==> src/rtl/fwin_pkg.sv <==
// Package: shared types and constants for the aliased FIFO register window.
// Assumes an 8-bit host address space with the FIFO window at the bottom.
package fwin_pkg;

    // Access target produced by the address decoder.
    typedef enum logic [2:0] {
        TGT_NONE  = 3'd0,
        TGT_FIFO  = 3'd1,
        TGT_RXCNT = 3'd2,
        TGT_TXCNT = 3'd3,
        TGT_FLAGS = 3'd4,
        TGT_LATCH = 3'd5
    } fwin_tgt_e;

    // Bit positions inside the sticky flag register.
    localparam int FLAG_UDF_BIT = 0;
    localparam int FLAG_OVF_BIT = 1;
    localparam int FLAG_W       = 2;

endpackage

==> src/rtl/fwin_fifo.sv <==
// Module: fwin_fifo
// Single-clock byte FIFO with a combinational head output and a fill count.
// Assumes the caller gates push with !full and pop with !empty; requests
// outside those conditions are ignored here as a second line of defence.
module fwin_fifo #(
    parameter int DATA_W = 8,
    parameter int DEPTH  = 32,
    localparam int PTR_W = (DEPTH > 1) ? $clog2(DEPTH) : 1,
    localparam int CNT_W = $clog2(DEPTH + 1)
) (
    input  logic              clk,
    input  logic              rst_n,
    input  logic              push,
    input  logic [DATA_W-1:0] push_data,
    input  logic              pop,
    output logic [DATA_W-1:0] head,
    output logic [CNT_W-1:0]  count,
    output logic              empty,
    output logic              full
);

    logic [DATA_W-1:0] mem [DEPTH];
    logic [PTR_W-1:0]  wr_ptr;
    logic [PTR_W-1:0]  rd_ptr;
    logic              do_push;
    logic              do_pop;

    // Qualify requests against the current fill state.
    always_comb begin
        do_push = push && !full;
        do_pop  = pop && !empty;
    end

    // Storage write: one entry per accepted push.
    always_ff @(posedge clk) begin
        if (do_push) begin
            mem[wr_ptr] <= push_data;
        end
    end

    // Pointer and count update, wrapping at DEPTH.
    always_ff @(posedge clk) begin
        if (!rst_n) begin
            wr_ptr <= '0;
            rd_ptr <= '0;
            count  <= '0;
        end else begin
            if (do_push) begin
                wr_ptr <= (wr_ptr == PTR_W'(DEPTH - 1)) ? '0 : wr_ptr + 1'b1;
            end
            if (do_pop) begin
                rd_ptr <= (rd_ptr == PTR_W'(DEPTH - 1)) ? '0 : rd_ptr + 1'b1;
            end
            case ({do_push, do_pop})
                2'b10:   count <= count + 1'b1;
                2'b01:   count <= count - 1'b1;
                default: count <= count;
            endcase
        end
    end

    // Status and head outputs.
    always_comb begin
        empty = (count == '0);
        full  = (count == CNT_W'(DEPTH));
        head  = mem[rd_ptr];
    end

endmodule

==> src/rtl/fwin_access.sv <==
// Module: fwin_access
// Host access decoder with the indirect address latch.
// Direct accesses decode host_addr; indirect accesses use bit 0 to pick the
// latch port or the data port, and the data port decodes the latched address.
// Assumes ADDR_W <= DATA_W so the latch can be loaded from write data.
module fwin_access
    import fwin_pkg::*;
#(
    parameter int ADDR_W    = 8,
    parameter int DATA_W    = 8,
    parameter int WIN_LOG2  = 5,
    parameter int STAT_BASE = 32
) (
    input  logic              clk,
    input  logic              rst_n,
    input  logic              host_cs,
    input  logic              host_we,
    input  logic              host_ind,
    input  logic [ADDR_W-1:0] host_addr,
    input  logic [DATA_W-1:0] host_wdata,
    output logic [ADDR_W-1:0] latch_q,
    output fwin_tgt_e         tgt
);

    localparam int HI_W = ADDR_W - WIN_LOG2;

    logic [ADDR_W-1:0] eff_addr;
    logic              latch_port;

    // Select the effective internal address for this access.
    always_comb begin
        latch_port = host_ind && !host_addr[0];
        eff_addr   = host_ind ? latch_q : host_addr;
    end

    // Map the effective address to a target.
    always_comb begin
        if (latch_port) begin
            tgt = TGT_LATCH;
        end else if (eff_addr[ADDR_W-1:WIN_LOG2] == HI_W'(0)) begin
            tgt = TGT_FIFO;
        end else if (eff_addr == ADDR_W'(STAT_BASE)) begin
            tgt = TGT_RXCNT;
        end else if (eff_addr == ADDR_W'(STAT_BASE + 1)) begin
            tgt = TGT_TXCNT;
        end else if (eff_addr == ADDR_W'(STAT_BASE + 2)) begin
            tgt = TGT_FLAGS;
        end else begin
            tgt = TGT_NONE;
        end
    end

    // Address latch: loaded only by a write strobe on the latch port.
    always_ff @(posedge clk) begin
        if (!rst_n) begin
            latch_q <= '0;
        end else if (host_cs && host_we && latch_port) begin
            latch_q <= host_wdata[ADDR_W-1:0];
        end
    end

endmodule

==> src/rtl/fwin_flags.sv <==
// Module: fwin_flags
// Sticky error flags. A clear request and a new error in the same cycle
// leave that error's flag set, so no event is lost across a status read.
module fwin_flags
    import fwin_pkg::*;
(
    input  logic              clk,
    input  logic              rst_n,
    input  logic              set_udf,
    input  logic              set_ovf,
    input  logic              clr,
    output logic [FLAG_W-1:0] flags
);

    // Set-dominant sticky update.
    always_ff @(posedge clk) begin
        if (!rst_n) begin
            flags <= '0;
        end else begin
            flags[FLAG_UDF_BIT] <= set_udf || (flags[FLAG_UDF_BIT] && !clr);
            flags[FLAG_OVF_BIT] <= set_ovf || (flags[FLAG_OVF_BIT] && !clr);
        end
    end

endmodule

==> src/rtl/fwin_top.sv <==
// Module: fwin_top
// Aliased FIFO register window. Host reads in the window drain the receive
// FIFO, host writes fill the transmit FIFO, status registers sit above the
// window, and an indirect latch/data port pair gives two-port access.
// Assumes one host access per strobe cycle; read data is registered.
module fwin_top
    import fwin_pkg::*;
#(
    parameter int DATA_W    = 8,
    parameter int ADDR_W    = 8,
    parameter int DEPTH     = 32,
    parameter int WIN_LOG2  = 5,
    parameter int STAT_BASE = 32,
    localparam int CNT_W    = $clog2(DEPTH + 1)
) (
    input  logic              clk,
    input  logic              rst_n,
    input  logic              host_cs,
    input  logic              host_we,
    input  logic              host_ind,
    input  logic [ADDR_W-1:0] host_addr,
    input  logic [DATA_W-1:0] host_wdata,
    output logic [DATA_W-1:0] host_rdata,
    input  logic              rx_valid,
    input  logic [DATA_W-1:0] rx_data,
    output logic              rx_ready,
    output logic              tx_valid,
    output logic [DATA_W-1:0] tx_data,
    input  logic              tx_ready
);

    fwin_tgt_e         tgt;
    logic [ADDR_W-1:0] ind_latch;
    logic [DATA_W-1:0] rx_head;
    logic [CNT_W-1:0]  rx_cnt;
    logic [CNT_W-1:0]  tx_cnt;
    logic              rx_empty, rx_full;
    logic              tx_empty, tx_full;
    logic              fifo_rd, fifo_wr;
    logic              rx_pop, tx_push;
    logic              line_push, line_pop;
    logic              flags_clr;
    logic [FLAG_W-1:0] flags;

    fwin_access #(
        .ADDR_W   (ADDR_W),
        .DATA_W   (DATA_W),
        .WIN_LOG2 (WIN_LOG2),
        .STAT_BASE(STAT_BASE)
    ) u_access (
        .clk       (clk),
        .rst_n     (rst_n),
        .host_cs   (host_cs),
        .host_we   (host_we),
        .host_ind  (host_ind),
        .host_addr (host_addr),
        .host_wdata(host_wdata),
        .latch_q   (ind_latch),
        .tgt       (tgt)
    );

    // Strobe-qualified FIFO requests from the host and the line.
    always_comb begin
        fifo_rd   = host_cs && !host_we && (tgt == TGT_FIFO);
        fifo_wr   = host_cs && host_we && (tgt == TGT_FIFO);
        rx_pop    = fifo_rd && !rx_empty;
        tx_push   = fifo_wr && !tx_full;
        line_push = rx_valid && !rx_full;
        line_pop  = tx_ready && !tx_empty;
        flags_clr = host_cs && !host_we && (tgt == TGT_FLAGS);
    end

    fwin_fifo #(.DATA_W(DATA_W), .DEPTH(DEPTH)) u_rx_fifo (
        .clk      (clk),
        .rst_n    (rst_n),
        .push     (line_push),
        .push_data(rx_data),
        .pop      (rx_pop),
        .head     (rx_head),
        .count    (rx_cnt),
        .empty    (rx_empty),
        .full     (rx_full)
    );

    fwin_fifo #(.DATA_W(DATA_W), .DEPTH(DEPTH)) u_tx_fifo (
        .clk      (clk),
        .rst_n    (rst_n),
        .push     (tx_push),
        .push_data(host_wdata),
        .pop      (line_pop),
        .head     (tx_data),
        .count    (tx_cnt),
        .empty    (tx_empty),
        .full     (tx_full)
    );

    fwin_flags u_flags (
        .clk    (clk),
        .rst_n  (rst_n),
        .set_udf(fifo_rd && rx_empty),
        .set_ovf(fifo_wr && tx_full),
        .clr    (flags_clr),
        .flags  (flags)
    );

    // Line-side handshake outputs.
    always_comb begin
        rx_ready = !rx_full;
        tx_valid = !tx_empty;
    end

    // Registered read data, captured on each read strobe.
    always_ff @(posedge clk) begin
        if (!rst_n) begin
            host_rdata <= '0;
        end else if (host_cs && !host_we) begin
            case (tgt)
                TGT_FIFO:  host_rdata <= rx_empty ? '0 : rx_head;
                TGT_RXCNT: host_rdata <= DATA_W'(rx_cnt);
                TGT_TXCNT: host_rdata <= DATA_W'(tx_cnt);
                TGT_FLAGS: host_rdata <= DATA_W'(flags);
                TGT_LATCH: host_rdata <= DATA_W'(ind_latch);
                default:   host_rdata <= '0;
            endcase
        end
    end

endmodule

==> config.mk <==
export PLATFORM = sky130hd
export DESIGN_NAME = fwin_top
export DESIGN_NICKNAME = d
export VERILOG_FILES = /design/src/rtl/fwin_pkg.sv /design/src/rtl/fwin_fifo.sv /design/src/rtl/fwin_access.sv /design/src/rtl/fwin_flags.sv /design/src/rtl/fwin_top.sv
export SDC_FILE = /design/constraint.sdc
export NUM_CORES = 1
export LEC_CHECK = 0
export BUFFER_PORTS_ARGS = -buffer_cell sky130_fd_sc_hd__buf_2
export CELL_PAD_IN_SITES_DETAIL_PLACEMENT = 1
export CELL_PAD_IN_SITES_GLOBAL_PLACEMENT = 1
export CORE_ASPECT_RATIO = 0.75
export CORE_UTILIZATION = 55
export DETAILED_ROUTE_END_ITERATION = 12
export PLACE_DENSITY_LB_ADDON = 0.1
export SYNTH_ARGS = -nofsm -noshare
export SYNTH_HDL_FRONTEND = slang
export SYNTH_SLANG_ARGS = --single-unit
==> constraint.sdc <==
create_clock -name clk -period 4.55 [get_ports clk]
set_clock_uncertainty 0.2 [all_clocks]
set_input_delay 0.455 -clock clk [delete_from_list [all_inputs] [get_ports clk]]
set_output_delay 0.455 -clock clk [all_outputs]
set_load 0.005 [all_outputs]
; Word level (Yosys, flattened, before mapping)
; Memory sizes are Yosys's and may differ from the RTL's. A register that Yosys moved wholly into a read port is not among the register bits.
; Cells that the tools add are included.
[totals]
reg_bits = 50
ramBits = 512
out_inout_bits = 18
n_memories = 2
[mem_list]
columns = name, depth, width, rd, rd_clocked_by_memory_dff, wr, line
row1 = u_rx_fifo.mem, 32, 8, 1, 1, 1, fwin_fifo.sv:22  ; logic [DATA_W-1:0] mem [DEPTH];
row2 = u_tx_fifo.mem, 32, 8, 1, 1, 1, fwin_fifo.sv:22
[classes]
n_addsub = 8
eq_ne = 18
n_mux = 22
reduce_logical = 33
[op_table]
columns = cell, n
row1 = 5-bit two-way mux, 8
row2 = 8-bit case mux with 5 select lines, 1
row3 = 8-bit by 6-bit equality test with 1-bit output (second input constant), 3
row4 = 6-bit case mux with 2 select lines, 2
row5 = 5-bit by 1-bit adder with 5-bit output (second input constant), 4
row6 = 5-bit equality test (second input constant), 4
row7 = 1-bit logical AND, 19
row8 = 8-bit two-way mux, 2
row9 = 3-bit two-way mux, 5
row10 = 6-bit by 1-bit adder with 6-bit output (second input constant), 2
row11 = 6-bit equality test (second input constant), 2
row12 = 6-bit zero test, 2
row13 = 6-bit by 1-bit subtractor with 6-bit output (second input constant), 2
row14 = 1-bit zero test, 7
row15 = 3-bit by 2-bit equality test with 1-bit output (second input constant), 2
row16 = 3-bit equality test (second input constant), 2
row17 = 2-bit by 1-bit equality test with 1-bit output (second input constant), 2
row18 = 2-bit equality test (second input constant), 2
row19 = 1-bit two-way mux, 4
row20 = 2-bit nonzero test, 2
row21 = 3-bit by 1-bit equality test with 1-bit output (second input constant), 1
row22 = 3-bit zero test, 1
row23 = 1-bit logical OR, 2

; Longest topological paths before layout
[logic_depth]
depth_word = 13
ltp_mapped = 15
ltp_nobuf = 13

; By module
; A second synthesis with hierarchy kept.
[hier_totals]
hier_cells = 1403
hier_area_um2 = 23651.4
[by_module_without_submodules]
columns = mod, instances, cells_each, area_per_inst_um2, seq_area_each_um2
row1 = fwin_fifo (u_rx_fifo), 1, 633, 11222.0, 8107.8
row2 = fwin_fifo (u_tx_fifo), 1, 634, 11220.8, 8107.8
row3 = fwin_top, 1, 75, 665.6, 160.2
row4 = fwin_access, 1, 55, 475.5, 160.2
row5 = fwin_flags, 1, 6, 67.6, 40.0

; Worst setup path after synthesis
; OpenSTA, ideal clock, no wires.
[synth_timing]
path_type = input to register
startpoint = input port host_ind
endpoint = register u_tx_fifo.count[4]
arrival_ns = 3.252
required_time_ns = 4.218
setup_slack_ns = 0.966
stages = 14
cell_sequence = or3b_4 o32a_4 a211oi_4 inv_4 ha_1 buf_1 xor2_1 ha_1 a21oi_1 o21bai_1 a221o_1 a21oi_1 or3_1 a21oi_1
[synth_between]
elab_chain_len = 13
elab_cells_between_ends = 19
[synth_lines]
columns = item, line
row1 = start: declaration, fwin_top.sv:20  ; input logic host_ind,
row2 = 8-bit two-way mux, fwin_access.sv:33  ; eff_addr = host_ind ? latch_q : host_addr;
row3 = 8-bit by 6-bit equality test with 1-bit output, fwin_access.sv:46  ; end else if (eff_addr == ADDR_W'(STAT_BASE + 2)) begin
row4 = 3-bit two-way mux, fwin_access.sv:46
row5 = 3-bit two-way mux, fwin_access.sv:44  ; end else if (eff_addr == ADDR_W'(STAT_BASE + 1)) begin
row6 = 3-bit two-way mux, fwin_access.sv:42  ; end else if (eff_addr == ADDR_W'(STAT_BASE)) begin
row7 = 3-bit two-way mux, fwin_access.sv:40  ; end else if (eff_addr[ADDR_W-1:WIN_LOG2] == HI_W'(0)) begin
row8 = 3-bit two-way mux *, fwin_access.sv:38  ; if (latch_port) begin
row9 = 3-bit by 1-bit equality test with 1-bit output *, fwin_top.sv:65  ; fifo_wr = host_cs && host_we && (tgt == TGT_FIFO);
row10 = 1-bit logical AND *, fwin_top.sv:65
row11 = 1-bit logical AND *, fwin_top.sv:67  ; tx_push = fifo_wr && !tx_full;
row12 = 1-bit logical AND *, fwin_fifo.sv:30  ; do_push = push && !full;
row13 = 2-bit by 1-bit equality test with 1-bit output / 2-bit equality test (equally long branches), fwin_fifo.sv:54  ; case ({do_push, do_pop})
row14 = 6-bit case mux with 2 select lines / 2-bit nonzero test (equally long branches), -
row15 = end signal: assignment, fwin_fifo.sv:55  ; 2'b10: count <= count + 1'b1;
row16 = end signal: assignment, fwin_fifo.sv:56  ; 2'b01: count <= count - 1'b1;
row17 = end signal: assignment, fwin_fifo.sv:57  ; default: count <= count;
row18 = end: declaration, fwin_fifo.sv:17  ; output logic [CNT_W-1:0] count,
; Every way passes the cells marked *; elsewhere a longest branch is shown, timed or not.
; A chain may end at the register's enable or synchronous reset.

; Worst setup path after layout
[layout_timing]
startpoint = register u_tx_fifo.count[1]
endpoint = register u_tx_fifo.count[4]
[layout_between]
elab_chain_len = 6
elab_cells_between_ends = 14
[layout_lines]
columns = item, line
row1 = 6-bit zero test *, fwin_fifo.sv:64  ; empty = (count == '0);
row2 = 1-bit zero test *, "fwin_fifo.sv:31, fwin_top.sv:69"
row3 = 1-bit logical AND, fwin_top.sv:69  ; line_pop = tx_ready && !tx_empty;
row4 = 1-bit logical AND *, fwin_fifo.sv:31  ; do_pop = pop && !empty;
row5 = net u_tx_fifo.do_pop, fwin_fifo.sv:26  ; logic do_pop;
row6 = 2-bit by 1-bit equality test with 1-bit output / 2-bit equality test (equally long branches), fwin_fifo.sv:54
row7 = 6-bit case mux with 2 select lines / 2-bit nonzero test (equally long branches), -
; Mark *: on every way through the listed nets, which the timed path passes. The rest lies on a longest branch.

==> reports/qor.csv <==
stage;metric;value;unit
detailed_routing;Post-Route WL;55700;µm
global_route;largest net degree at the start of global routing;45;
critical_path;Worst setup SP type;flop;
timing;Worst Slack Setup Final;0.564;ns
timing;final setup TNS;0;ns
clock_tree;Post-CTS Setup Inserts;0;
pwr;leak pwr;7.94;nW
critical_path;WP data arrival;4.29;ns
detailed_routing;met3 WL;5220;µm
synth;Post-synth EDFFs;512;
floorplanning;width of the die;238;µm
finish;Syn-to-layout area delta;11.9;%
timing;Max Transition Viols Final;0;
synth;Synth Area per Inst;18.7;µm²
synth;Yosys top cell by area;edfxtp_1;
global_route;first-pass GRT wire length;81700;µm
detailed_routing;WL met1;25400;µm
hold_path;worst hold path endpoint;host_rdata[0];
critical_path;type of the worst setup path;reg -> reg;
detailed_routing;Initial DRC Count;1293;
detailed_routing;via count;12200;
pwr;peak supply drop;0.399;mV
global_route;vias in the first global route;12200;
hold_path;hold path depth;4;
pwr;switching power;2.71;mW
global_route;grt ovf;0;
critical_path;FF-to-FF End;u_tx_fifo.count[4];
synth;sequential-to-total area share from yosys stat;72.1;%
critical_path;crit path max fanout;14;
critical_path;CP endpoint kind;flop;
synth;Yosys cell types;60;
clock_tree;clk_lat worst skew;0.59;ns
finish;most common cell after layout, fill and taps aside;edfxtp_1;
placement;GP Congestion;0.816;
floorplanning;effective utilization at floorplan;56.1;%
synth;Yosys reg bits;572;
placement;hpwl dp;36400;µm
floorplanning;core area;0.0410;mm²
detailed_routing;routed length per instance;29.5;µm
floorplanning;full die area;0.0426;mm²
clock_tree;Clock Sink Count;572;
critical_path;worst r2r path cells;13;
placement;Buffers on Ports;48;
clock_tree;Hold-fix buffers, CTS;1;
synth;ys flop type;edfxtp_1;
detailed_routing;DR DRC count;0;
timing;Final period util;87.6;%
synth;synthesized area;0.0230;mm²
clock_tree;clk buf depth;3;
finish;most frequent cells in the layout;edfxtp_1 (512), mux4_2 (155), nor2_1 (80);
finish;filler cell count in the final layout;3504;
clock_tree;Clock Root Buffer;clkbuf_16;
timing;RSZ-0062 raised after global routing;false;
pwr;Power Internal;9.14;mW
global_route;initial antenna violation count;2;
synth;Syn Inst Count;1228;
clock_tree;CTS clk-pin slew, worst paths;0.07;ns
finish;final net count;1333;
finish;layout cells sized above 1;24.8;%
synth;synth warn;0;
pwr;Sw Share;22.8;%
floorplanning;row count;64;
timing;fin crit period;3.99;ns
critical_path;flop2flop setup slack;0.56;ns
pwr;Combinational Power Share;10.7;%
timing;Slew HR;28.1;%
pwr;clock share of power;39.7;%
pwr;Flop pwr share;49.6;%
floorplanning;DIE HEIGHT;179;µm
timing;Achievable Freq;0.251;GHz
timing;Final Setup Violations;0;
detailed_routing;routed length on met2;24100;µm
detailed_routing;1st-pass router iterations;5;
detailed_routing;Vias/cell;6.44;
critical_path;Worst Setup SP;u_tx_fifo.count[1];
detailed_routing;Final ANT Viol Nets;0;
critical_path;beginning of the worst register-to-register path;u_tx_fifo.count[1];
outcome;status;finished, final reports clean;
floorplanning;I/O Pins;49;
clock_tree;CTS Buf Count;54;
clock_tree;CTS tree;built;
synth;Post-Syn Nets;1278;
pwr;power per cell area;461;mW/mm²
placement;pre-CTS WS;0.551;ns
synth;Synth area leaders;edfxtp_1 (67%), mux4_2 (15%), dfxtp_1 (5.2%);
synth;Post-synth ARST share;0;%
clock_tree;CTS resizes;0;
detailed_routing;Highest Signal Layer;met5;
pwr;PnR Total Power;11.8;mW
global_route;Total GRT Usage;26.9;%
critical_path;CP required;4.86;ns
hold_path;hold path startpoint;host_we;
timing;Final Hold Violating Endpoints;0;
timing;Worst-Margin Slew;1.08;ns
synth;top cell type's share of synthesized area;66.9;%
hold_path;min-delay worst type;in -> reg;
clock_tree;H-tree levels;2;
job;maxcap violations;0;
## power by group through the flow
stage | Combinational (mW) | Sequential, mW | Clock, mW
global route | 1.37 | 5.89 | 4.93
global placement | 1.24 | 5.98 | 0
finish | 1.27 | 5.87 | 4.70
floorplan | 0.889 | 5.90 | 0
detailed placement | 1.28 | 5.99 | 0
CTS | 1.28 | 5.87 | 4.77
## cell families after synthesis
family / share of synthesized area [%]
DFF: 72.1
and+or+nand+nor: 5.30
xor gates and xnor gates: 0.381
buffers and inverters: 1.48
adders and majority gates: 1.03
AOI/OAI and AO/OA: 3.42
muxes: 16.3
## metal layers
metal | up-vias | track usage [%]
met3 | 72 | 7.10
met2 | 503 | 37.3
met4 | 2 | 5.90
met1 | 6509 | 42.8
li1 | 5090 | -
met5 | - | 0
## sequential cells by signal (all words and copies together) (netlist names), named ones only
name	flops
u_rx_fifo.mem	256
u_tx_fifo.count	6
u_tx_fifo.mem	256
u_flags.flags	2
u_tx_fifo.wr_ptr	5
u_rx_fifo.wr_ptr	5
u_access.latch_q	8
host_rdata	8
u_rx_fifo.rd_ptr	5
u_rx_fifo.count	6
u_tx_fifo.rd_ptr	5
## final cells by class
type	instances	area [µm²]	share of cell area, %
Tap cell	561	702	2.73
Inverter	15	58.8	0.229
Clock buffer	68	1490	5.79
Clock inverter	34	373	1.45
Sequential cell	572	16600	64.5
Timing Repair Buffer	68	430	1.67
Antenna cell	1	2.50	0.00973
Multi-Input combinational cell	572	6070	23.6
## critical path, cell delays in order, from the launching register on
cell	delay (ns)
dfxtp_1	0.39
or4_1	0.60
or3_1	0.38
nand2_1	0.26
inv_1	0.14
ha_1	0.37
xor2_1	0.21
ha_1	0.20
a21oi_1	0.27
o21bai_1	0.10
a221o_1	0.30
a21oi_1	0.20
o21ai_0	0.13
a21oi_1	0.15
## Yosys cell counts, types with 9 or more instances
master	n
inv_1	14
edfxtp_1	512
buf_1	16
or3_1	10
clkbuf_1	41
mux4_2	155
a31oi_1	10
mux2i_1	12
a21oi_1	50
nor3_1	9
nand3_1	11
mux2_2	11
and2_1	17
buf_2	11
dfxtp_1	60
nand2_1	57
or4_1	11
nor2_1	80
ha_1	19
o21ai_0	23
## worst max-delay path by stage
stage          cells after the start  slack [ns]                  to
6_report                          13        0.56  u_tx_fifo.count[4]
5_1_grt                           13        0.32  u_tx_fifo.count[4]
4_1_cts                           13        0.58  u_tx_fifo.count[4]
3_5_place_dp                      14        0.55  u_tx_fifo.count[4]
3_3_place_gp                      14        0.78  u_tx_fifo.count[4]
2_1_floorplan                     14        0.97  u_tx_fifo.count[4]
## through the flow
| step | area, µm² | instances | hold slack [ns] | util [%] |
|---|---|---|---|---|
| after floorplan | 23000 | 1228 | 0.244 | - |
| after CTS | 25700 | 1890 | 0.180 | 62.7 |
| final | 25700 | 1891 | 0.215 | 62.7 |
| after global routing | 25700 | 1891 | 0.239 | 62.7 |
| after detailed placement | 23800 | 1787 | 0.290 | 58.1 |
| after global placement | 23800 | 1787 | 0.270 | 58.1 |
Note: power is estimated with default switching activity, not from simulation.
